File: src/rtl/zt_sram_pkg.sv
package zt_sram_pkg;

  typedef enum logic [1:0] {
    OP_IDLE  = 2'd0,
    OP_READ  = 2'd1,
    OP_WRITE = 2'd2
  } ztOp_e;

  // Strobes from control to datapath
  typedef struct packed {
    logic step;     // clock edge is enabled
    logic capture;  // sample write data and lane selects on this edge
    logic readOn;   // current cycle presents read data
  } ztStrobe_t;

endpackage

File: src/rtl/zt_sram_ctrl.sv
module zt_sram_ctrl
  import zt_sram_pkg::*;
#(
  parameter int ADDR_W = 4
) (
  input  logic              clk,
  input  logic              rstN,
  input  logic              clkEnN,
  input  logic              advLoad,
  input  logic              ceOneN,
  input  logic              ceTwo,
  input  logic              ceThreeN,
  input  logic              weN,
  input  logic [ADDR_W-1:0] addrIn,
  output ztStrobe_t         strobe,
  output logic [ADDR_W-1:0] curAddr
);

  ztOp_e curOp;
  logic  chipSel;

  assign chipSel = !ceOneN && ceTwo && !ceThreeN;

  // Command register. A continue cycle keeps both the command and the address.
  always_ff @(posedge clk or negedge rstN) begin
    if (!rstN) begin
      curOp   <= OP_IDLE;
      curAddr <= '0;
    end else if (!clkEnN && !advLoad) begin
      curAddr <= addrIn;
      if (!chipSel)  curOp <= OP_IDLE;
      else if (weN)  curOp <= OP_READ;
      else           curOp <= OP_WRITE;
    end
  end

  always_comb begin
    strobe.step    = !clkEnN;
    strobe.capture = !clkEnN && (curOp == OP_WRITE);
    strobe.readOn  = (curOp == OP_READ);
  end

endmodule

File: src/rtl/zt_sram_dp.sv
module zt_sram_dp
  import zt_sram_pkg::*;
#(
  parameter int ADDR_W = 4,
  parameter int LANES  = 4,
  parameter int LANE_W = 9
) (
  input  logic                    clk,
  input  logic                    rstN,
  input  ztStrobe_t               strobe,
  input  logic [ADDR_W-1:0]       curAddr,
  input  logic [LANES-1:0]        byteSelN,
  input  logic [LANES*LANE_W-1:0] dataIn,
  output logic [LANES*LANE_W-1:0] dataOut,
  output logic                    dataValid
);

  localparam int WORD_W = LANES * LANE_W;
  localparam int DEPTH  = 1 << ADDR_W;

  logic [WORD_W-1:0] memArr [DEPTH];

  logic              pendValid;
  logic [ADDR_W-1:0] pendAddr;
  logic [WORD_W-1:0] pendData;
  logic [LANES-1:0]  pendMask;
  logic              commitEn;
  logic              pendHit;
  logic [WORD_W-1:0] arrWord;
  logic [WORD_W-1:0] mergedWord;

  assign commitEn = strobe.step && pendValid;

  // Pending write register: filled in the data phase, drained at the next enabled edge
  always_ff @(posedge clk or negedge rstN) begin
    if (!rstN) begin
      pendValid <= 1'b0;
      pendAddr  <= '0;
      pendData  <= '0;
      pendMask  <= '0;
    end else if (strobe.step) begin
      pendValid <= strobe.capture;
      if (strobe.capture) begin
        pendAddr <= curAddr;
        pendData <= dataIn;
        pendMask <= ~byteSelN;
      end
    end
  end

  always_ff @(posedge clk) begin
    if (commitEn) begin
      for (int l = 0; l < LANES; l++) begin
        if (pendMask[l]) memArr[pendAddr][l*LANE_W +: LANE_W] <= pendData[l*LANE_W +: LANE_W];
      end
    end
  end

  assign arrWord = memArr[curAddr];
  assign pendHit = pendValid && (pendAddr == curAddr);

  // Per-lane bypass of uncommitted write data
  for (genvar g = 0; g < LANES; g++) begin : gLane
    assign mergedWord[g*LANE_W +: LANE_W] = (pendHit && pendMask[g])
                                          ? pendData[g*LANE_W +: LANE_W]
                                          : arrWord[g*LANE_W +: LANE_W];
  end

  assign dataValid = strobe.readOn;
  assign dataOut   = strobe.readOn ? mergedWord : '0;

endmodule

File: src/rtl/zt_sram.sv
module zt_sram
  import zt_sram_pkg::*;
#(
  parameter int ADDR_W = 4,
  parameter int LANES  = 4,
  parameter int LANE_W = 9
) (
  input  logic                    clk,
  input  logic                    rstN,
  input  logic                    clkEnN,
  input  logic                    advLoad,
  input  logic                    ceOneN,
  input  logic                    ceTwo,
  input  logic                    ceThreeN,
  input  logic                    weN,
  input  logic [ADDR_W-1:0]       addrIn,
  input  logic [LANES-1:0]        byteSelN,
  input  logic [LANES*LANE_W-1:0] dataIn,
  output logic [LANES*LANE_W-1:0] dataOut,
  output logic                    dataValid
);

  ztStrobe_t         strobe;
  logic [ADDR_W-1:0] curAddr;

  zt_sram_ctrl #(.ADDR_W(ADDR_W)) i_ctrl (
    .clk(clk), .rstN(rstN), .clkEnN(clkEnN), .advLoad(advLoad),
    .ceOneN(ceOneN), .ceTwo(ceTwo), .ceThreeN(ceThreeN), .weN(weN),
    .addrIn(addrIn), .strobe(strobe), .curAddr(curAddr)
  );

  zt_sram_dp #(.ADDR_W(ADDR_W), .LANES(LANES), .LANE_W(LANE_W)) i_dp (
    .clk(clk), .rstN(rstN), .strobe(strobe), .curAddr(curAddr),
    .byteSelN(byteSelN), .dataIn(dataIn), .dataOut(dataOut), .dataValid(dataValid)
  );

endmodule

File: config.mk
export PLATFORM = sky130hd
export DESIGN_NAME = zt_sram
export DESIGN_NICKNAME = d
export VERILOG_FILES = /design/src/rtl/zt_sram_pkg.sv /design/src/rtl/zt_sram_ctrl.sv /design/src/rtl/zt_sram_dp.sv /design/src/rtl/zt_sram.sv
export SDC_FILE = /design/constraint.sdc
export NUM_CORES = 1
export LEC_CHECK = 0
export BUFFER_PORTS_ARGS = -buffer_cell sky130_fd_sc_hd__buf_2
export CELL_PAD_IN_SITES_DETAIL_PLACEMENT = 1
export CELL_PAD_IN_SITES_GLOBAL_PLACEMENT = 2
export CORE_UTILIZATION = 52
export CTS_CLUSTER_SIZE = 10
export DETAILED_ROUTE_END_ITERATION = 10
export GPL_TIMING_DRIVEN = 0
export HOLD_SLACK_MARGIN = 0.1
export PLACE_DENSITY_LB_ADDON = 0.1
export REMOVE_ABC_BUFFERS = 1
export SLEW_MARGIN = 20
export SYNTH_ARGS = -nofsm -noshare
export SYNTH_HDL_FRONTEND = slang
export SYNTH_HIERARCHICAL = 1
export SYNTH_SLANG_ARGS = --single-unit
File: constraint.sdc
create_clock -name clk -period 4.53 [get_ports clk]
set_input_delay 0.6795 -clock clk [delete_from_list [all_inputs] [get_ports clk]]
set_output_delay 0.6795 -clock clk [all_outputs]
set_load 0.01 [all_outputs]
# Yosys cells after proc, flatten, opt, wreduce, memory -nomap -nowiden
# Memories as Yosys holds them, arrays and structs flattened.
# Cells that the tools add are included.
# op_classes
n_eq_ne	3
muxes	19
bitwise_logic	2
reduce_logical	15
# ops
op	n
36-bit 2-to-1 mux	1
9-bit 2-to-1 mux	4
1-bit 2-to-1 mux	12
1-bit logical AND	10
4-bit == test	1
1-bit zero test	4
2-bit 2-to-1 mux	2
4-bit inverter	1
2-bit by 1-bit == test with 1-bit output (second input constant)	1
2-bit == test (second input constant)	1
2-bit AND reduction	1
1-bit inverter	1
# totals
regBits	51
ram_bits	576
input_bits	52
n_memories	1
# mem_list
memory	words	width	read_ports	rd_clocked_by_memory_dff	write_ports	line	rtl
i_dp.memArr	16	36	1	0	1	zt_sram_dp.sv:21	logic [WORD_W-1:0] memArr [DEPTH];

# Depth between registers and ports, before layout
# Gate-level depths: netlist of the first run.
# depth
depth_word	5
mapped_depth	7
depth_no_buf	4

# Hierarchy
# Netlist of the first run, hierarchy kept.
# modules_own_cells
mod	n_inst	cells_per_inst	area_per_inst_um2	seq_area_each_um2
zt_sram_dp	1	1161	24094.4	18422.7
zt_sram_ctrl	1	18	267.8	150.1

# Worst setup path after synthesis of the first run
# OpenSTA, ideal clock, no wires.
# synth_timing
path_type	reg-to-output
from	register i_ctrl.curAddr[0]
to	output port dataOut[10]
arrival_ns	1.720
setup_slack_ns	2.131
stages_incl_launch_ff	7
cell_sequence	dfrtp_1 > buf_6 > buf_2 > mux4_2 > a22oi_1 > nand2_1 > a22o_1
# synth_between
elab_chain_len	5
elab_cells_between_ends	6
classes_between	eq/ne (1); mux (2); reduce/logical (2); memory (1)
# synth_lines
element	line	rtl
start, declared	zt_sram_ctrl.sv:16	output logic [ADDR_W-1:0] curAddr
start signal, assigned	zt_sram_ctrl.sv:30	curAddr <= addrIn;
parallel branches: the longest is 3 deep, another holds memory read 16 x 36 bit	n/a	
9-bit 2-to-1 mux *	zt_sram_dp.sv:65	? pendData[g*LANE_W +: LANE_W]
36-bit 2-to-1 mux *	zt_sram_dp.sv:70	assign dataOut = strobe.readOn ? mergedWord : '0;
end, declared	zt_sram.sv:19	output logic [LANES*LANE_W-1:0] dataOut,
# Mark *: on every way between the ends.

# Worst setup path in the final report of the first run
# layout_timing
from	register i_ctrl.curAddr[0]
to	output port dataOut[5]
# Same word-level chain as after synthesis.

==> flow_summary_export.csv, run 1 <==
group,metric,value,unit
status,status,"complete, no violations",
grt,grt_pass1_wl,83.77,mm
cells_and_area,final_nets,1346,
clocking,cts-root-buf,"clkbuf_16",
worst_hold_path,worstHoldPathCells,2,
die,dieWidth,218.5,um
worst_setup_path,r2r_cells,3,
cells_and_area,final_cell_area,0.02791,mm^2
yosys,synth_flop_cell,"edfxtp_1",
sta,rsz0062_at_grt,"no",
yosys,netlist_area,0.02436,mm^2
placement,hpwlAfterDp,33.16,mm
die,die_area,0.04772,mm^2
power,total_power,14.06,mW
sta,worst_pin_slew,1.155,ns
yosys,synth_cells,1179,
sta,tns,0,ns
worst_hold_path,hold_path.class,"input port to flop",
drt,first_iter_violations,953,
yosys,synth-xor-area-share,0.001438,
clocking,clk_pin_slew_worst_paths,0.05,ns
sta,skew,0.02084,ns
sta,setup_viol,0,
placement,dpl_cell_area,0.02564,mm^2
clocking,cts.sinks,627,
sta,hold_viol,0,
yosys,synth_edf_count,576,
yosys,synthMuxAreaShare,0.1544,
flow_run,cap_viol_max_count,0,
clocking,cts_resized,0,
grt,track_usage,0.2486,
grt,grt_pass1_vias,12701,
clocking,cts_buffers,73,
sta,fin_crit,4.342,ns
cells_and_area,area_growth_syn_to_layout,14.57,%
die,initial_core_util,0.5323,
power,power_density,503.7,mW/mm^2
worst_setup_path,cp_data_arrival_time,3.66,ns
drt,drt_wl_total,57.19,mm
cells_and_area,utilization,0.6098,
clocking,clockBufferDepth,3,
power,vdd_drop_max,0.0003669,V
yosys,synth_area_per_cell,20.66,um^2
yosys,seq_area_frac_synth,0.7624,
worst_setup_path,required,3.85,ns
power,p_leak,9.277,nW
worst_setup_path,crit_path_start_kind,"flop",
worst_setup_path,critPathKind,"flop to output port",
sta,maxSlewViolCount,0,
yosys,ys.warnings.count,6,
placement,dp_cells,1816,
grt,gr-total-overflow,0,
die,rows,78,
die,ios,89,
drt,wl_per_cell,29.27,um
placement,gp_congestion,0.7422,
yosys,async_flop_share,0.08134,
worst_setup_path,cp-end-kind,"output port",
yosys,yosys.area_share.simple,0.02599,
clocking,clk_latency,0.60,ns
yosys,ys_types,29,
yosys,synth_fa_ha_area_frac,0,
sta,timing.fmax,230.3,MHz
drt,route.detailed.drc,0,
yosys,synth_top_family_by_area,"multiplexers",
clocking,cts_tree,"yes",
die,die_y,218.5,um
worst_setup_path,critical_path.max_fanout,25,
grt,grt_max_degree,48,
clocking,cts_max_level,3,
yosys,synth_compound_area_frac,0.03775,
grt,antenna_found_initial,1,
cells_and_area,final.fill_count,3793,
sta,relSlewSlack,0.2274,
drt,drt_first_pass_iters,7,
drt,ant_nets,0,
drt,via_count,11922,
die,core_area,0.04577,mm^2
cells_and_area,layout-drive-gt1-share,0.3156,
drt,viasPerCell,6.101,
cells_and_area,final-instance-count-excl-fill,1954,
yosys,ys_seq_elements,627,
sta,fin_crit_sh,0.9586,
placement,port_buffers,88,
-- logic make-up (layout without fill, tap and decap cells) --
family,count (synthesis),after routing
xor+xnor,4,4
simple gates,146,146
mux,190,190
flops,627,627
buf+inv,95,269
compound gates,117,117
other cells,0,1
-- flip-flops by register name (all words and copies together), names as in the netlist --
register / flops
i_dp/memArr: 576
i_dp/pendData: 36
i_ctrl/curAddr: 4
i_dp/pendAddr: 4
i_dp/pendMask: 4
i_ctrl/curOp: 2
i_dp/pendValid: 1
-- cells in the mapped netlist, types with 5 or more instances --
master,n,area (um^2)
a22o_1,63,551.8
a22oi_1,18,135.1
buf_2,19,95.09
buf_4,10,75.07
clkbuf_1,29,108.9
dfrtp_1,51,1276
edfxtp_1,576,17300
inv_1,30,112.6
mux2_2,46,518.0
mux4_2,144,3243
nand2_1,23,86.33
nand3_1,10,50.05
nor2_1,95,356.6
nor2b_1,7,43.79
o21ai_0,5,25.02
o22ai_1,27,168.9
-- path summary, 6_finish.rpt --
kind | slack (ns) | start | endpoint
worst min register to register | 0.54 | i_ctrl/curOp[0]$_DFFE_PN0P_ | i_ctrl/curOp[0]$_DFFE_PN0P_
worst max-delay path | 0.19 | i_ctrl/curAddr[0]$_DFFE_PN0P_ | dataOut[5]
worst min-delay path | 0.29 | byteSelN[1] | i_dp/pendMask[1]$_DFFE_PN0P_
min in group asynchronous | 0.51 | rstN | i_dp/pendData[34]$_DFFE_PN0P_
max in group asynchronous | 3.45 | rstN | i_ctrl/curAddr[2]$_DFFE_PN0P_
worst max register to register | 2.03 | i_dp/pendAddr[2]$_DFFE_PN0P_ | i_dp/memArr[7][20]$_DFFE_PP_
-- power breakdown --
part | switching, mW | internal (mW) | leakage, nW | total, mW
Combinational | 0.627 | 0.648 | 2.31 | 1.27
Sequential | 0.533 | 6.83 | 5.91 | 7.36
Clock | 2.19 | 3.24 | 1.05 | 5.43
-- critical path, cell delays in order, from the launching register on --
cell     delay (ns)
dfrtp_4        0.64
buf_12         0.27
buf_12         0.26
xor2_1         0.14
nor3_4         0.35
nand4_1        0.63
o22ai_1        0.51
buf_2          0.20
-- cell usage in the layout (no fill, tap or decap), drive strengths merged, types with 3 or more instances in the layout --
cell,n
a22o,63
a22oi,18
a31o,3
buf,104
clkbuf,131
dfrtp,51
edfxtp,576
inv,31
mux2,46
mux4,144
nand2,23
nand3,10
nand4,4
nor2,96
nor2b,7
o21ai,5
o22ai,27
xor2,4
-- final cells by class --
class	instances	area [um^2]	area share
clock inverter	3	17.52	0.0006276
inverter	30	112.6	0.004034
sequential	627	18580	0.6657
timing repair buffer	105	793.3	0.02842
tap	600	750.7	0.02690
antenna	1	2.502	0.00008965
multi-input combinational	457	5473	0.1961
clock buffer	131	2182	0.07818
-- stage by stage --
step	setup WS, ns	hold WS [ns]
detailed placement	0.7579	0.5246
global route	0.02592	0.2714
floorplan	-3.089	0.3839
finish	0.1875	0.2877
CTS	0.09458	0.2529
global placement	-6.629	0.5240
-- what timing repair did --
action / CTS / global route
hold buffers: 1 / 0
buffers inserted: 0 / 2
hold endpoints to repair: 14 / 0
endpoints found under the setup margin: 0 / 9
-- metal layers --
metal  wire length [um]  GRT usage  part of all wire  up-vias
met5                  0          0                 0        -
met3               3094    0.04955             0.054       78
met1              23530     0.3360              0.41     6421
met4               1221    0.07063             0.021        0
met2              29350     0.4128              0.51      331
li1                   -          -                 -     5092
Note: power is estimated with default switching activity, not from simulation.
==> run 2: changes to the inputs <==
--- a/config.mk
+++ b/config.mk
@@ -14,6 +14,7 @@
 export GPL_TIMING_DRIVEN = 0
 export HOLD_SLACK_MARGIN = 0.1
 export PLACE_DENSITY_LB_ADDON = 0.1
+export RECOVER_POWER = 50
 export REMOVE_ABC_BUFFERS = 1
 export SLEW_MARGIN = 20
 export SYNTH_ARGS = -nofsm -noshare
==> run 2 against run 1 <==
  * Non-clock buffer count is the same
  * Power is essentially flat
  * Largest power group unchanged
  * Fmax is essentially flat
  * Global-route usage is the same
==> flow_summary_export.csv, run 2 (synthesized netlist as in run 1, its figures left out) <==
group,metric,value,unit
drt,drt_wl_total,57.21,mm
cells_and_area,largest_registers,"i_dp/memArr x576, i_dp/pendData x36",
drt,wl_per_cell,29.28,um
clocking,clk_pin_slew_worst_paths,0.05,ns
placement,gp_congestion,0.7422,
clocking,cts_tree,"yes",
sta,fin_crit_sh,0.9590,
status,status,"complete, no violations",
cells_and_area,layout-drive-gt1-share,0.3126,
worst_setup_path,cp_data_arrival_time,3.66,ns
sta,relSlewSlack,0.1748,
sta,timing.fmax,230.2,MHz
cells_and_area,area_growth_syn_to_layout,14.49,%
sta,skew,0.02083,ns
clocking,cts_max_level,3,
worst_setup_path,critPathLaunch,"i_ctrl/curAddr[0]$_DFFE_PN0P_",
grt,grt_pass1_vias,12701,
worst_setup_path,critical_path.max_fanout,25,
sta,rsz0062_at_grt,"no",
placement,port_buffers,88,
cells_and_area,final_cell_mix,"edfxtp_1, mux4_2, buf_2",
drt,drt_first_pass_iters,7,
sta,hold_viol,0,
placement,dp_slack,0.7579,ns
cells_and_area,final_common_cell,"edfxtp_1",
power,total_power,14.06,mW
sta,tns,0,ns
sta,fin_crit,4.344,ns
die,die_area,0.04772,mm^2
flow_run,cap_viol_max_count,0,
worst_setup_path,required,3.85,ns
clocking,cts.sinks,627,
grt,antenna_found_initial,1,
worst_setup_path,critPathKind,"flop to output port",
sta,maxSlewViolCount,0,
power,p_seq_frac,0.523,
sta,layout_setup_ws,0.1859,ns
cells_and_area,largest_register_ff_count,576,
worst_hold_path,hold_path.class,"input port to flop",
power,pwr-share-comb,0.091,
grt,gr-total-overflow,0,
drt,viasPerCell,6.097,
power,p_leak,9.261,nW
power,p_sw_frac,0.2381,
grt,track_usage,0.2486,
clocking,cts-root-buf,"clkbuf_16",
cells_and_area,final_nets,1346,
clocking,clk_latency,0.60,ns
drt,ant_nets,0,
power,vdd_drop_max,0.0003669,V
worst_setup_path,cp-end-kind,"output port",
clocking,cts_buffers,73,
die,core_area,0.04577,mm^2
worst_hold_path,hold_start,"byteSelN[1]",
power,power_density,504.0,mW/mm^2
drt,first_iter_violations,953,
clocking,clockBufferDepth,3,
placement,hpwlAfterDp,33.16,mm
drt,via_count,11914,
cells_and_area,largest-register,"i_dp/memArr",
clocking,cts_resized,0,
cells_and_area,utilization,0.6094,
power,p_int,10.71,mW
die,rows,78,
power,power.switching,3.347,mW
grt,grt_pass1_wl,83.77,mm
die,ios,89,
worst_setup_path,crit_path_start_kind,"flop",
die,initial_core_util,0.5323,
die,dieWidth,218.5,um
sta,setup_viol,0,
drt,route.detailed.drc,0,
sta,worst_pin_slew,1.238,ns
power,clockPowerShare,0.386,
grt,grt_max_degree,48,
worst_setup_path,r2r_start,"i_dp/pendValid$_DFFE_PN0P_",
die,die_y,218.5,um
[run 2: cell count changes in the layout (fill, tap and decap cells not counted), sizes merged]
cell	change
buf	-2
clkbuf	+2
[run 2: cell type report]
class	count	area (um^2)
Sequential cell	627	18580
Fill cell	3796	17880
Multi-Input combinational cell	457	5458
Clock buffer	131	2182
Timing Repair Buffer	105	788.3
Tap cell	600	750.7
Inverter	30	112.6
Clock inverter	3	17.52
Antenna cell	1	2.502
[run 2: layer usage]
layer | track usage | wire, um | share of wire
met3 | 0.04955 | 3126 | 0.055
met2 | 0.4128 | 29370 | 0.51
met4 | 0.07063 | 1194 | 0.021
met1 | 0.3360 | 23520 | 0.41
met5 | 0 | 0 | 0
[run 2: what timing repair did]
action                                  4_1_cts  5_1_grt
buffers inserted                              0        2
hold buffers                                  1        0
endpoints found under the hold margin        14        0
endpoints found under the setup margin        0        9
[run 2: path summary, 6_finish.rpt]
kind,to,slack (ns),depth (start not counted)
worst min register to register,i_ctrl/curOp[0]$_DFFE_PN0P_,0.54,1
min in group asynchronous,i_dp/pendData[34]$_DFFE_PN0P_,0.87,2
max in group asynchronous,i_ctrl/curAddr[2]$_DFFE_PN0P_,2.79,3
worst max register to register,i_dp/memArr[1][4]$_DFFE_PP_,2.03,2
worst max-delay path,dataOut[5],0.19,7
worst min-delay path,i_dp/pendMask[1]$_DFFE_PN0P_,0.29,2
[run 2: critical path: stages, from the launching register on]
cell     delay (ns)
dfrtp_4        0.64
buf_12         0.27
buf_12         0.26
xor2_1         0.14
nor3_4         0.35
nand4_1        0.63
o22ai_1        0.51
buf_2          0.20
[run 2: power by group through the flow]
stage,registers (mW),clock network [mW],logic (mW)
after CTS,7.36,5.54,1.29
after detailed placement,7.48,0,1.27
after global placement,7.59,0,1.26
final,7.36,5.43,1.27
after global routing,7.42,5.74,1.36
after floorplan,7.34,0,0.916
[run 2: per-stage QoR]
stage                     area, um^2  cells  hold WS [ns]
after detailed placement       25640   1816        0.5246
after floorplan                24030   1114        0.3839
after global routing           27890   1954        0.2714
after CTS                      27850   1951        0.2529
final                          27890   1954        0.2858
after global placement         25230   1802        0.5240
